**src/rtl/nco_pkg.sv**
```systemverilog
package nco_pkg;
  typedef enum logic [1:0] {
    CTRL_LINEAR = 2'd0,
    CTRL_BANG   = 2'd1,
    CTRL_MID    = 2'd2
  } ctrl_mode_e;
endpackage

```
**src/rtl/nco_ctrl_shaper.sv**
```systemverilog
module nco_ctrl_shaper
  import nco_pkg::*;
#(
  parameter int CTRL_W     = 8,
  parameter int FULL_SCALE = 100
) (
  input  logic signed [CTRL_W-1:0] ctrl_i,
  input  logic                     los_i,
  input  logic                     bang_i,
  output logic signed [CTRL_W-1:0] ctrl_o
);
  localparam logic signed [CTRL_W-1:0] POS_FS = CTRL_W'(FULL_SCALE);
  localparam logic signed [CTRL_W-1:0] NEG_FS = -POS_FS;

  ctrl_mode_e mode;

  // loss of signal outranks bang-bang
  always_comb begin
    mode = CTRL_LINEAR;
    if (los_i)       mode = CTRL_MID;
    else if (bang_i) mode = CTRL_BANG;
  end

  always_comb begin
    unique case (mode)
      CTRL_MID:  ctrl_o = '0;
      CTRL_BANG: ctrl_o = ctrl_i[CTRL_W-1] ? NEG_FS : POS_FS;
      default: begin
        if (ctrl_i >= POS_FS)      ctrl_o = POS_FS;
        else if (ctrl_i <= NEG_FS) ctrl_o = NEG_FS;
        else                       ctrl_o = ctrl_i;
      end
    endcase
  end
endmodule

```
**src/rtl/nco_freq_map.sv**
```systemverilog
module nco_freq_map #(
  parameter int                 CTRL_W     = 8,
  parameter int                 GAIN_W     = 8,
  parameter int                 BIAS_W     = 8,
  parameter int                 FREQ_W     = 12,
  parameter logic [FREQ_W-1:0]  DEF_CENTER = '0,
  parameter logic [GAIN_W-1:0]  DEF_GAIN   = '0,
  parameter logic [BIAS_W-1:0]  DEF_BIAS   = '0
) (
  input  logic                     clk,
  input  logic                     rst_n,
  input  logic signed [CTRL_W-1:0] ctrl_i,
  input  logic                     cfg_load_i,
  input  logic [FREQ_W-1:0]        center_i,
  input  logic [GAIN_W-1:0]        gain_i,
  input  logic signed [BIAS_W-1:0] bias_i,
  output logic [FREQ_W-1:0]        freq_o
);
  localparam int EFF_W  = ((CTRL_W > BIAS_W) ? CTRL_W : BIAS_W) + 1;
  localparam int PROD_W = EFF_W + GAIN_W + 1;
  localparam int SUM_W  = ((PROD_W > FREQ_W + 1) ? PROD_W : FREQ_W + 1) + 1;
  localparam logic signed [SUM_W-1:0] SUM_MAX = $signed(SUM_W'({FREQ_W{1'b1}}));

  logic [FREQ_W-1:0]        center_q, center_d;
  logic [GAIN_W-1:0]        gain_q, gain_d;
  logic signed [BIAS_W-1:0] bias_q, bias_d;
  logic [FREQ_W-1:0]        freq_q, freq_d;
  logic signed [SUM_W-1:0]  eff_s, gain_s, cen_s, sum_s;

  // configuration next state: load strobe is the only enable
  always_comb begin
    center_d = center_q;
    gain_d   = gain_q;
    bias_d   = bias_q;
    if (cfg_load_i) begin
      center_d = center_i;
      gain_d   = gain_i;
      bias_d   = bias_i;
    end
  end

  // offset joins the already limited control, then scale and saturate
  always_comb begin
    eff_s  = SUM_W'(ctrl_i) + SUM_W'(bias_q);
    gain_s = $signed(SUM_W'(gain_q));
    cen_s  = $signed(SUM_W'(center_q));
    sum_s  = cen_s + eff_s * gain_s;
    if (sum_s < 0)            freq_d = '0;
    else if (sum_s > SUM_MAX) freq_d = '1;
    else                      freq_d = sum_s[FREQ_W-1:0];
  end

  always_ff @(posedge clk or negedge rst_n) begin
    if (!rst_n) begin
      center_q <= DEF_CENTER;
      gain_q   <= DEF_GAIN;
      bias_q   <= $signed(DEF_BIAS);
      freq_q   <= '0;
    end else begin
      center_q <= center_d;
      gain_q   <= gain_d;
      bias_q   <= bias_d;
      freq_q   <= freq_d;
    end
  end

  assign freq_o = freq_q;
endmodule

```
**src/rtl/nco_phase_acc.sv**
```systemverilog
module nco_phase_acc #(
  parameter int PHASE_W = 16,
  parameter int FREQ_W  = 12
) (
  input  logic               clk,
  input  logic               rst_n,
  input  logic [FREQ_W-1:0]  freq_i,
  output logic [PHASE_W-1:0] phase_o,
  output logic               wrap_o
);
  localparam int EXT_W = PHASE_W + 1;

  logic [PHASE_W-1:0] phase_q, phase_d;
  logic               wrap_q, wrap_d;
  logic [EXT_W-1:0]   sum_w;

  always_comb begin
    sum_w   = {1'b0, phase_q} + EXT_W'(freq_i);
    phase_d = sum_w[PHASE_W-1:0];
    wrap_d  = sum_w[PHASE_W];
  end

  always_ff @(posedge clk or negedge rst_n) begin
    if (!rst_n) begin
      phase_q <= '0;
      wrap_q  <= 1'b0;
    end else begin
      phase_q <= phase_d;
      wrap_q  <= wrap_d;
    end
  end

  assign phase_o = phase_q;
  assign wrap_o  = wrap_q;
endmodule

```
**src/rtl/nco_sat_top.sv**
```systemverilog
module nco_sat_top #(
  parameter int                CTRL_W     = 8,
  parameter int                FULL_SCALE = 100,
  parameter int                GAIN_W     = 8,
  parameter int                BIAS_W     = 8,
  parameter int                FREQ_W     = 12,
  parameter int                PHASE_W    = 16,
  parameter logic [FREQ_W-1:0] DEF_CENTER = 12'd2048,
  parameter logic [GAIN_W-1:0] DEF_GAIN   = 8'd10,
  parameter logic [BIAS_W-1:0] DEF_BIAS   = 8'd0
) (
  input  logic                     clk,
  input  logic                     rst_n,
  input  logic signed [CTRL_W-1:0] ctrl_i,
  input  logic                     los_i,
  input  logic                     bang_i,
  input  logic                     cfg_load_i,
  input  logic [FREQ_W-1:0]        center_i,
  input  logic [GAIN_W-1:0]        gain_i,
  input  logic signed [BIAS_W-1:0] bias_i,
  output logic [FREQ_W-1:0]        freq_o,
  output logic [PHASE_W-1:0]       phase_o,
  output logic                     clk_o,
  output logic                     wrap_o
);
  logic signed [CTRL_W-1:0] ctrl_lim;

  nco_ctrl_shaper #(
    .CTRL_W(CTRL_W), .FULL_SCALE(FULL_SCALE)
  ) u_shaper (
    .ctrl_i(ctrl_i), .los_i(los_i), .bang_i(bang_i), .ctrl_o(ctrl_lim)
  );

  nco_freq_map #(
    .CTRL_W(CTRL_W), .GAIN_W(GAIN_W), .BIAS_W(BIAS_W), .FREQ_W(FREQ_W),
    .DEF_CENTER(DEF_CENTER), .DEF_GAIN(DEF_GAIN), .DEF_BIAS(DEF_BIAS)
  ) u_freq (
    .clk(clk), .rst_n(rst_n), .ctrl_i(ctrl_lim), .cfg_load_i(cfg_load_i),
    .center_i(center_i), .gain_i(gain_i), .bias_i(bias_i), .freq_o(freq_o)
  );

  nco_phase_acc #(
    .PHASE_W(PHASE_W), .FREQ_W(FREQ_W)
  ) u_acc (
    .clk(clk), .rst_n(rst_n), .freq_i(freq_o), .phase_o(phase_o), .wrap_o(wrap_o)
  );

  assign clk_o = phase_o[PHASE_W-1];
endmodule

```
**config.mk**
```make
export PLATFORM = sky130hd
export DESIGN_NAME = nco_sat_top
export DESIGN_NICKNAME = d
export VERILOG_FILES = /design/src/rtl/nco_pkg.sv /design/src/rtl/nco_ctrl_shaper.sv /design/src/rtl/nco_freq_map.sv /design/src/rtl/nco_phase_acc.sv /design/src/rtl/nco_sat_top.sv
export SDC_FILE = /design/constraint.sdc
export NUM_CORES = 1
export LEC_CHECK = 0
export BUFFER_PORTS_ARGS = -buffer_cell sky130_fd_sc_hd__buf_4
export CAP_MARGIN = 20
export CORE_ASPECT_RATIO = 0.75
export CORE_UTILIZATION = 56
export CTS_CLUSTER_SIZE = 12
export DETAILED_ROUTE_END_ITERATION = 8
export PLACE_DENSITY = 0.88
export SYNTH_ARGS = -nofsm -noshare
export SYNTH_HDL_FRONTEND = slang
export SYNTH_SLANG_ARGS = --single-unit
```
**constraint.sdc**
```tcl
create_clock -name clk -period 11.9 [get_ports clk]
set_input_delay 1.19 -clock clk [delete_from_list [all_inputs] [get_ports clk]]
set_output_delay 1.19 -clock clk [all_outputs]
set_load 0.03 [all_outputs]
```
==> impl_metrics.env, run 1 <==
export IMPL_die_area_um2=12300
export IMPL_hold_start="u_acc.phase_o[0]"
export IMPL_track_usage_pct=23.4
export IMPL_setup_worst_path_end_class="flop"
export IMPL_ys_seq_elements=57
export IMPL_drtIter0Drc=304
export IMPL_critPathKind="in -> reg"
export IMPL_synthesis_nets=883
export IMPL_fin_ws_ns=1.96
export IMPL_postCtsResizedCells=0
export IMPL_cp_top_family="compound AO/OA/AOI/OAI gates"
export IMPL_numPortBuffers=70
export IMPL_routed_top_layer="met4"
export IMPL_hold_viol=0
export IMPL_maxSlewHeadroom_pct=31.3
export IMPL_ys_async_sr_fraction_pct=100
export IMPL_utilization_pct=65.7
export IMPL_place_ws_ns=1.74
export IMPL_core_area_um2=11600
export IMPL_synthDistinctLibCells=60
export IMPL_ctsHoldBuffers=0
export IMPL_tightest_slew_ns=1.02
export IMPL_r2r_cells=26
export IMPL_ioPinCount=71
export IMPL_insertion_delay_ns=0.34
export IMPL_synth_ff_type="dfrtp_1"
export IMPL_path_buf_inv=4
export IMPL_hold_class="reg -> reg"
export IMPL_drtPass1Iterations=5
export IMPL_setup_viol=0
export IMPL_drive_above_1_share_pct=16.0
export IMPL_post_dp_hpwl_um=10700
export IMPL_syn_inst=700
export IMPL_route_met2_wl_um=6520
export IMPL_met3_length_um=858
export IMPL_ys_top_cells_by_count="inv_1, fa_1, ha_1"
export IMPL_tns_ns=0
export IMPL_wl_per_cell_um=14.8
export IMPL_status="completed"
export IMPL_wl_met1_um=6000
export IMPL_reg2reg_slack_ns=3.54
export IMPL_critPathMostFrequentCell="fa_1"
export IMPL_critPathMaxFanout=12
export IMPL_synth_largest_area_cell="fa_1"
export IMPL_clkTransAtPathRegs_ns=0.05
export IMPL_antenna_found_initial=0
export IMPL_fp_dieW_um=128
export IMPL_drc_errors=0
export IMPL_ant_nets=0
export IMPL_required_ns=12.06
export IMPL_rsz0062_at_grt="false"
export IMPL_synth_area_leaders="fa_1, dfrtp_1, ha_1, inv_1, mux2_2"
export IMPL_synth_top_area_share_pct=21.7
export IMPL_grt_pass1_wl_um=22400
export IMPL_avgSynthCellArea_um2=9.51
export IMPL_r2r_end="u_freq.freq_o[0]"
export IMPL_nets=943
export IMPL_rows=34
export IMPL_min_path_cells=1
export IMPL_critPathSlowestCell="nor4_2"
export IMPL_clk_path_buf_depth=2
export IMPL_synth_area_um2=6660
export IMPL_cts_inserted_buffers=9
export IMPL_cts_sinks=57
export IMPL_synth_seq_area_share_pct=21.5
export IMPL_holdPathEnd="u_acc.phase_o[0]"
export IMPL_synth_most_common_cell="inv_1"
export IMPL_drv_cap=0
export IMPL_gp_congestion=0.966
export IMPL_grt_pass1_vias=5007
export IMPL_avgViaCountPerCell=5.49
export IMPL_grt_overflow=0
export IMPL_ys_warn_count=0
export IMPL_finalClockSkew_ns=0.0122
export IMPL_drv_slew=0
export IMPL_area_delta_synth_final_pct=14.1
export IMPL_grt_max_degree=58
export IMPL_slowest_delay_ns=0.89
export IMPL_routed_wl_um=13700
export IMPL_period_minus_slack_ns=9.94
export IMPL_cp_arrival_ns=10.10
export IMPL_worstSetupStartpointType="input pin"
export IMPL_die_h_um=96.4
export IMPL_num_antenna_cells=0
export IMPL_post_cts_buffers=0
export IMPL_vias=5081
export IMPL_cts_tree="built"
export IMPL_min_period_over_period_pct=83.6
export IMPL_max_freq_mhz=101
export IMPL_clock_root_buffer="clkbuf_16"
export IMPL_r2r_start="u_freq.bias_q[0]"
export IMPL_start_util_pct=57.5
export IMPL_cts_max_level=3
export IMPL_synth_edf_count=0
[worst max path at each step]
stage                          from               end  slack, ns  cells after the start
after floorplan           ctrl_i[4]  u_freq.freq_o[1]       3.17                     32
after global placement    ctrl_i[4]  u_freq.freq_o[8]       2.07                     29
after detailed placement  ctrl_i[4]  u_freq.freq_o[9]       1.74                     29
after CTS                 ctrl_i[4]  u_freq.freq_o[0]       2.01                     29
after global routing      ctrl_i[4]  u_freq.freq_o[0]       1.21                     29
final                     ctrl_i[4]  u_freq.freq_o[0]       1.96                     29
[state kept, by name, summed over array words and instances (netlist names)]
register / flops
u_freq.gain_q: 8
u_freq.bias_q: 8
u_freq.center_q: 12
u_freq.freq_o: 12
u_acc.phase_o: 16
u_acc.wrap_o: 1
[layout make-up]
| type | count | area (um^2) |
|---|---|---|
| timing repair buffer | 70 | 526 |
| sequential | 57 | 1430 |
| inverter | 118 | 443 |
| multi-input combinational | 504 | 4680 |
| tap | 162 | 203 |
| clock inverter | 5 | 80.1 |
| fill | 939 | 3970 |
| clock buffer | 10 | 239 |
[per-stage QoR]
stage / instances / hold WS (ns) / instance area, um^2
3_5_place_dp: 911 / 0.496 / 7280
6_report: 926 / 0.509 / 7600
5_1_grt: 926 / 0.534 / 7600
2_1_floorplan: 700 / 0.487 / 6660
4_1_cts: 926 / 0.504 / 7600
3_3_place_gp: 911 / 0.478 / 7280
[per-layer routing]
metal  up-vias  global-route usage (%)
met5         -                       0
met4         0                    9.12
met3        27                    5.07
met2       169                    38.6
met1      2465                    30.6
li1       2420                       -
[cells in the final DEF, fill, tap and decap left out, types with 7 or more instances in the layout]
| master | count |
|---|---|
| mux2_2 | 26 |
| nor3_1 | 16 |
| a31oi_1 | 15 |
| nand2_1 | 60 |
| xnor2_1 | 22 |
| dfrtp_1 | 54 |
| o21a_1 | 7 |
| clkbuf_16 | 9 |
| nand3_1 | 11 |
| xor2_1 | 7 |
| nor2_1 | 19 |
| fa_1 | 72 |
| inv_1 | 118 |
| buf_4 | 70 |
| a21oi_1 | 20 |
| and2_1 | 33 |
| nand2b_1 | 21 |
| o21ai_0 | 21 |
| ha_1 | 70 |
| a21o_1 | 9 |
| nor2b_1 | 13 |
[kinds of logic after synthesis]
| logic type | after synthesis | synth area share, % |
|---|---|---|
| multiplexers | 28 | 4.70 |
| AND/OR/NAND/NOR | 192 | 14.8 |
| flip-flops | 57 | 21.5 |
| AO/OA/AOI/OAI | 113 | 12.1 |
| XOR/XNOR | 29 | 3.82 |
| adder cells (fa/ha/maj) | 142 | 34.8 |
| buffers and inverters | 139 | 8.25 |
Power of run 1 is left out: the tool's default activity adds up to more than one toggle a clock period on the data nets, which glitch-free logic cannot reach.
==> run 2: changes to the inputs <==
--- a/config.mk
+++ b/config.mk
@@ -8,10 +8,10 @@
 export BUFFER_PORTS_ARGS = -buffer_cell sky130_fd_sc_hd__buf_4
 export CAP_MARGIN = 20
 export CORE_ASPECT_RATIO = 0.75
-export CORE_UTILIZATION = 56
+export CORE_UTILIZATION = 55
 export CTS_CLUSTER_SIZE = 12
 export DETAILED_ROUTE_END_ITERATION = 8
-export PLACE_DENSITY = 0.88
+export PLACE_DENSITY = 0.89
 export SYNTH_ARGS = -nofsm -noshare
 export SYNTH_HDL_FRONTEND = slang
 export SYNTH_SLANG_ARGS = --single-unit
==> constraint.sdc (replaced) <==
create_clock -name clk -period 8.8 [get_ports clk]
set_input_delay 0.88 -clock clk [delete_from_list [all_inputs] [get_ports clk]]
set_output_delay 0.88 -clock clk [all_outputs]
set_load 0.03 [all_outputs]
==> impl_metrics.env, run 2 (same netlist as run 1, synthesis figures left out) <==
export IMPL_path_buf_inv=6
export IMPL_track_usage_pct=24.8
export IMPL_r2r_cells=26
export IMPL_drv_slew=0
export IMPL_drtPass1Iterations=5
export IMPL_ioPinCount=71
export IMPL_maxSlewHeadroom_pct=50.7
export IMPL_r2r_end="u_freq.freq_o[3]"
export IMPL_crit_end="u_freq.freq_o[3]"
export IMPL_finalClockSkew_ns=0.00943
export IMPL_area_delta_synth_final_pct=16.8
export IMPL_rsz0062_at_grt="false"
export IMPL_drv_cap=0
export IMPL_cts_sinks=57
export IMPL_mostFrequentLayoutCells="inv_1, buf_4, fa_1"
export IMPL_fillCellCount=901
export IMPL_drtIter0Drc=415
export IMPL_tightest_slew_ns=0.734
export IMPL_cts_max_level=3
export IMPL_cp_arrival_ns=8.57
export IMPL_whs_ns=0.494
export IMPL_avgViaCountPerCell=5.55
export IMPL_drive_above_1_share_pct=18.1
export IMPL_cts_inserted_buffers=9
export IMPL_ant_nets=0
export IMPL_grt_overflow=0
export IMPL_hold_class="reg -> reg"
export IMPL_reg2reg_slack_ns=1.56
export IMPL_cp_top_family="adder cells"
export IMPL_clock_root_buffer="clkbuf_16"
export IMPL_status="completed"
export IMPL_grt_max_degree=58
export IMPL_hold_viol=0
export IMPL_wl_per_cell_um=15.2
export IMPL_clkTransAtPathRegs_ns=0.06
export IMPL_utilization_pct=66.5
export IMPL_post_dp_hpwl_um=10700
export IMPL_die_area_um2=12600
export IMPL_r2r_start="u_freq.bias_q[0]"
export IMPL_antenna_found_initial=0
export IMPL_worstSetupStartpointType="input pin"
export IMPL_nets=958
export IMPL_die_h_um=97.3
export IMPL_max_freq_mhz=119
export IMPL_mostFrequentLayoutCell="inv_1"
export IMPL_rows=34
export IMPL_fp_dieW_um=129
export IMPL_final_cell_area_um2=7780
export IMPL_grt_pass1_wl_um=24600
export IMPL_dpl_cell_area_um2=7360
export IMPL_start_util_pct=56.9
export IMPL_gp_congestion=0.930
export IMPL_cts_tree="built"
export IMPL_numPortBuffers=70
export IMPL_period_minus_slack_ns=8.38
export IMPL_vias=5218
export IMPL_drc_errors=0
export IMPL_largest_reg_flops=16
export IMPL_clk_path_buf_depth=2
export IMPL_required_ns=8.99
export IMPL_critPathLaunch="ctrl_i[4]"
export IMPL_setup_viol=0
export IMPL_ctsHoldBuffers=0
export IMPL_grt_pass1_vias=5323
export IMPL_crit_cells=31
export IMPL_critPathMaxFanout=12
export IMPL_core_area_um2=11700
export IMPL_slowest_delay_ns=0.57
export IMPL_routed_wl_um=14300
export IMPL_num_antenna_cells=0
export IMPL_critPathMostFrequentCell="fa_1"
export IMPL_critPathKind="in -> reg"
export IMPL_insertion_delay_ns=0.34
export IMPL_setup_worst_path_end_class="flop"
export IMPL_critPathSlowestCell="fa_1"
export IMPL_tns_ns=0
export IMPL_min_period_over_period_pct=95.3
==> run 2: how the worst min path moves through the flow <==
stage	startpoint	depth (start not counted)	to	slack, ns
2_1_floorplan	u_freq.bias_q[3]	1	u_freq.bias_q[3]	0.49
6_report	u_acc.phase_o[0]	1	u_acc.phase_o[0]	0.49
3_5_place_dp	u_acc.phase_o[0]	1	u_acc.phase_o[0]	0.49
3_3_place_gp	u_acc.phase_o[0]	1	u_acc.phase_o[0]	0.48
5_1_grt	u_acc.phase_o[0]	1	u_acc.phase_o[0]	0.53
4_1_cts	u_acc.phase_o[0]	1	u_acc.phase_o[0]	0.50
==> run 2: worst register-to-register path: stages, from the launching register on <==
cell and delay, ns:
dfrtp_1 0.36, ha_1 0.18, inv_1 0.06, fa_1 0.40, nor2b_1 0.15, o21ai_0 0.11, a21boi_0 0.25, o21ai_0 0.13
a21boi_1 0.27, o22ai_2 0.18, buf_4 0.21, and2_1 0.17, fa_1 0.57, inv_1 0.12, fa_1 0.52, fa_1 0.51
inv_1 0.05, fa_1 0.48, ha_1 0.31, ha_1 0.30, a21o_1 0.19, a21o_1 0.22, or4_1 0.41, o22a_2 0.26
a2111oi_4 0.34, buf_4 0.23, a31oi_1 0.11
==> run 2: cell type report <==
class | instances | area [um^2] | share of cell area, %
multi-input cells | 504 | 4700 | 60.4
flip-flops and latches | 57 | 1430 | 18.4
repair buffers | 85 | 638 | 8.21
inverters | 118 | 443 | 5.70
clock buffers | 10 | 239 | 3.07
well taps | 162 | 203 | 2.61
clock inverters | 5 | 128 | 1.64
==> run 2: through the flow <==
stage	worst slack [ns]	cells
global placement	0.147	922
finish	0.416	941
detailed placement	-0.0425	922
floorplan	0.375	700
CTS	0.241	937
global route	0.00212	941
==> run 2: timing repair <==
action                                  4_1_cts  5_1_grt
resized for setup                             0        6
endpoints found under the setup margin        0       12
setup buffers                                 0        4
endpoints found under the hold margin         0        0
==> run 2: routing by layer <==
layer  GRT usage [%]  vias up  routed length [um]
li1                -     2452                   -
met1            34.7     2561                6360
met2            39.3      177                6860
met3            4.85       28                 835
met4            6.97        0                 252
met5               0        -                   0
Power of run 2 is left out for the same reason.
==> run 3: changes to the inputs <==
--- a/config.mk
+++ b/config.mk
@@ -7,11 +7,15 @@
 export LEC_CHECK = 0
 export BUFFER_PORTS_ARGS = -buffer_cell sky130_fd_sc_hd__buf_4
 export CAP_MARGIN = 20
+export CELL_PAD_IN_SITES_DETAIL_PLACEMENT = 1
+export CELL_PAD_IN_SITES_GLOBAL_PLACEMENT = 1
 export CORE_ASPECT_RATIO = 0.75
-export CORE_UTILIZATION = 55
+export CORE_UTILIZATION = 43
 export CTS_CLUSTER_SIZE = 12
 export DETAILED_ROUTE_END_ITERATION = 8
-export PLACE_DENSITY = 0.89
+export MAX_ROUTING_LAYER = met4
+export PLACE_DENSITY = 0.9
+export RECOVER_POWER = 100
 export SYNTH_ARGS = -nofsm -noshare
 export SYNTH_HDL_FRONTEND = slang
 export SYNTH_SLANG_ARGS = --single-unit
==> impl_metrics.env, run 3 (same netlist as run 1, synthesis figures left out) <==
export IMPL_status="finished with violations"
export IMPL_violations="capacitance limit, slew limit"
export IMPL_tightest_slew_ns=3.27
export IMPL_clock_root_buffer="clkbuf_16"
export IMPL_grt_overflow=0
export IMPL_cts_tree="built"
export IMPL_clkTransAtPathRegs_ns=0.06
export IMPL_reg2reg_slack_ns=1.34
export IMPL_routed_wl_um=18500
export IMPL_worstSetupStartpointType="input pin"
export IMPL_insertion_delay_ns=0.35
export IMPL_finalClockSkew_ns=0.00897
export IMPL_holdPathEnd="u_acc.phase_o[14]"
export IMPL_die_h_um=110
export IMPL_drv_slew=95
export IMPL_critPathMostFrequentCell="fa_1"
export IMPL_hold_start="u_acc.phase_o[14]"
export IMPL_drive_above_1_share_pct=15.3
export IMPL_slowest_delay_ns=0.54
export IMPL_avgViaCountPerCell=5.47
export IMPL_cts_max_level=3
export IMPL_cts_inserted_buffers=9
export IMPL_drv_cap=2
export IMPL_setup_worst_path_end_class="flop"
export IMPL_period_minus_slack_ns=8.44
export IMPL_critPathKind="in -> reg"
export IMPL_fp_dieW_um=146
export IMPL_hold_viol=0
export IMPL_gp_congestion=0.869
export IMPL_largest_reg_flops=16
export IMPL_drtPass1Iterations=4
export IMPL_num_antenna_cells=0
export IMPL_cp_arrival_ns=8.69
export IMPL_area_delta_synth_final_pct=16.7
export IMPL_hold_class="reg -> reg"
export IMPL_core_area_um2=14800
export IMPL_ioPinCount=71
export IMPL_r2r_start="u_freq.bias_q[0]"
export IMPL_fillCellCount=1713
export IMPL_cts_sinks=57
export IMPL_critPathMaxFanout=6
export IMPL_ctsHoldBuffers=0
export IMPL_max_freq_mhz=118
export IMPL_clk_path_buf_depth=2
export IMPL_mostFrequentLayoutCell="inv_1"
export IMPL_critPathSlowestCell="fa_1"
export IMPL_start_util_pct=45.0
export IMPL_ant_nets=0
export IMPL_die_area_um2=16000
export IMPL_drc_errors=0
export IMPL_mostFrequentLayoutCells="inv_1, fa_1, ha_1"
export IMPL_maxSlewHeadroom_pct=-118
export IMPL_grt_max_degree=58
export IMPL_antenna_found_initial=0
export IMPL_utilization_pct=52.6
export IMPL_min_path_cells=1
export IMPL_min_period_over_period_pct=96.0
export IMPL_r2r_cells=27
export IMPL_post_dp_hpwl_um=13600
export IMPL_grt_pass1_wl_um=29800
export IMPL_numPortBuffers=70
export IMPL_track_usage_pct=24.9
export IMPL_nets=962
export IMPL_wl_per_cell_um=18.8
export IMPL_vias=5386
export IMPL_required_ns=9.05
export IMPL_drtIter0Drc=224
export IMPL_setup_viol=0
export IMPL_rows=38
export IMPL_r2r_end="u_freq.freq_o[3]"
export IMPL_grt_pass1_vias=5785
==> run 3: cell types whose count changed in the layout (fill, tap and decap cells not counted), moves of 2 or more <==
cell	delta
a21boi_0	-2
a21boi_2	+2
buf_4	-28
clkbuf_1	+33
o21ai_0	-2
==> run 3: worst max-delay path, delay by kind of cell <==
| family | cells | cell delay [ns] |
|---|---|---|
| compound gates | 9 | 1.95 |
| fa+ha+maj | 8 | 3.51 |
| buf+inv | 8 | 0.86 |
| simple gates | 9 | 1.46 |
==> run 3: area by class of cell <==
type                            count  area [um^2]  area share (%)
Clock buffer                       12          256            3.30
Tap cell                          200          250            3.22
Multi-Input combinational cell    504         4740            61.1
Inverter                          118          443            5.70
Timing Repair Buffer               89          548            7.05
Clock inverter                      4         98.8            1.27
Sequential cell                    57         1430            18.4
==> run 3: what timing repair did <==
action                                  CTS  global route
pin swaps                                 0             7
resized for setup                         6            17
gates cloned                              0             1
setup buffers                             0             6
endpoints found under the setup margin   12            12
==> run 3: layer usage <==
layer  GRT usage [%]  vias up  share of wire (%)
met4            10.0        0                2.9
met1            29.9     2727                 42
li1                -     2465                  -
met5               -        -                  0
met3            3.86       44                4.1
met2            42.4      150                 51
==> run 3: through the flow <==
step                      instance area [um^2]  std cells  hold WS, ns  setup TNS [ns]  setup WS (ns)
after floorplan                           6660        700        0.487               0          0.375
after global placement                    7420        961        0.479               0         0.0787
after detailed placement                  7420        961        0.499           -3.71         -0.326
after CTS                                 7790        977        0.511               0         0.0417
after global routing                      7770        984        0.534          -0.176        -0.0251
final                                     7770        984        0.502               0          0.356
==> run 3: worst max-delay path by stage <==
| stage | to | cells past startpoint | slack [ns] | start |
|---|---|---|---|---|
| after floorplan | u_freq.freq_o[1] | 32 | 0.38 | ctrl_i[4] |
| after global placement | u_freq.freq_o[9] | 31 | 0.08 | ctrl_i[4] |
| after detailed placement | u_freq.freq_o[10] | 35 | -0.33 | ctrl_i[4] |
| after CTS | u_freq.freq_o[8] | 33 | 0.04 | ctrl_i[4] |
| after global routing | u_freq.freq_o[3] | 35 | -0.03 | ctrl_i[5] |
| final | u_freq.freq_o[3] | 34 | 0.36 | ctrl_i[7] |
Power of run 3 is left out for the same reason.
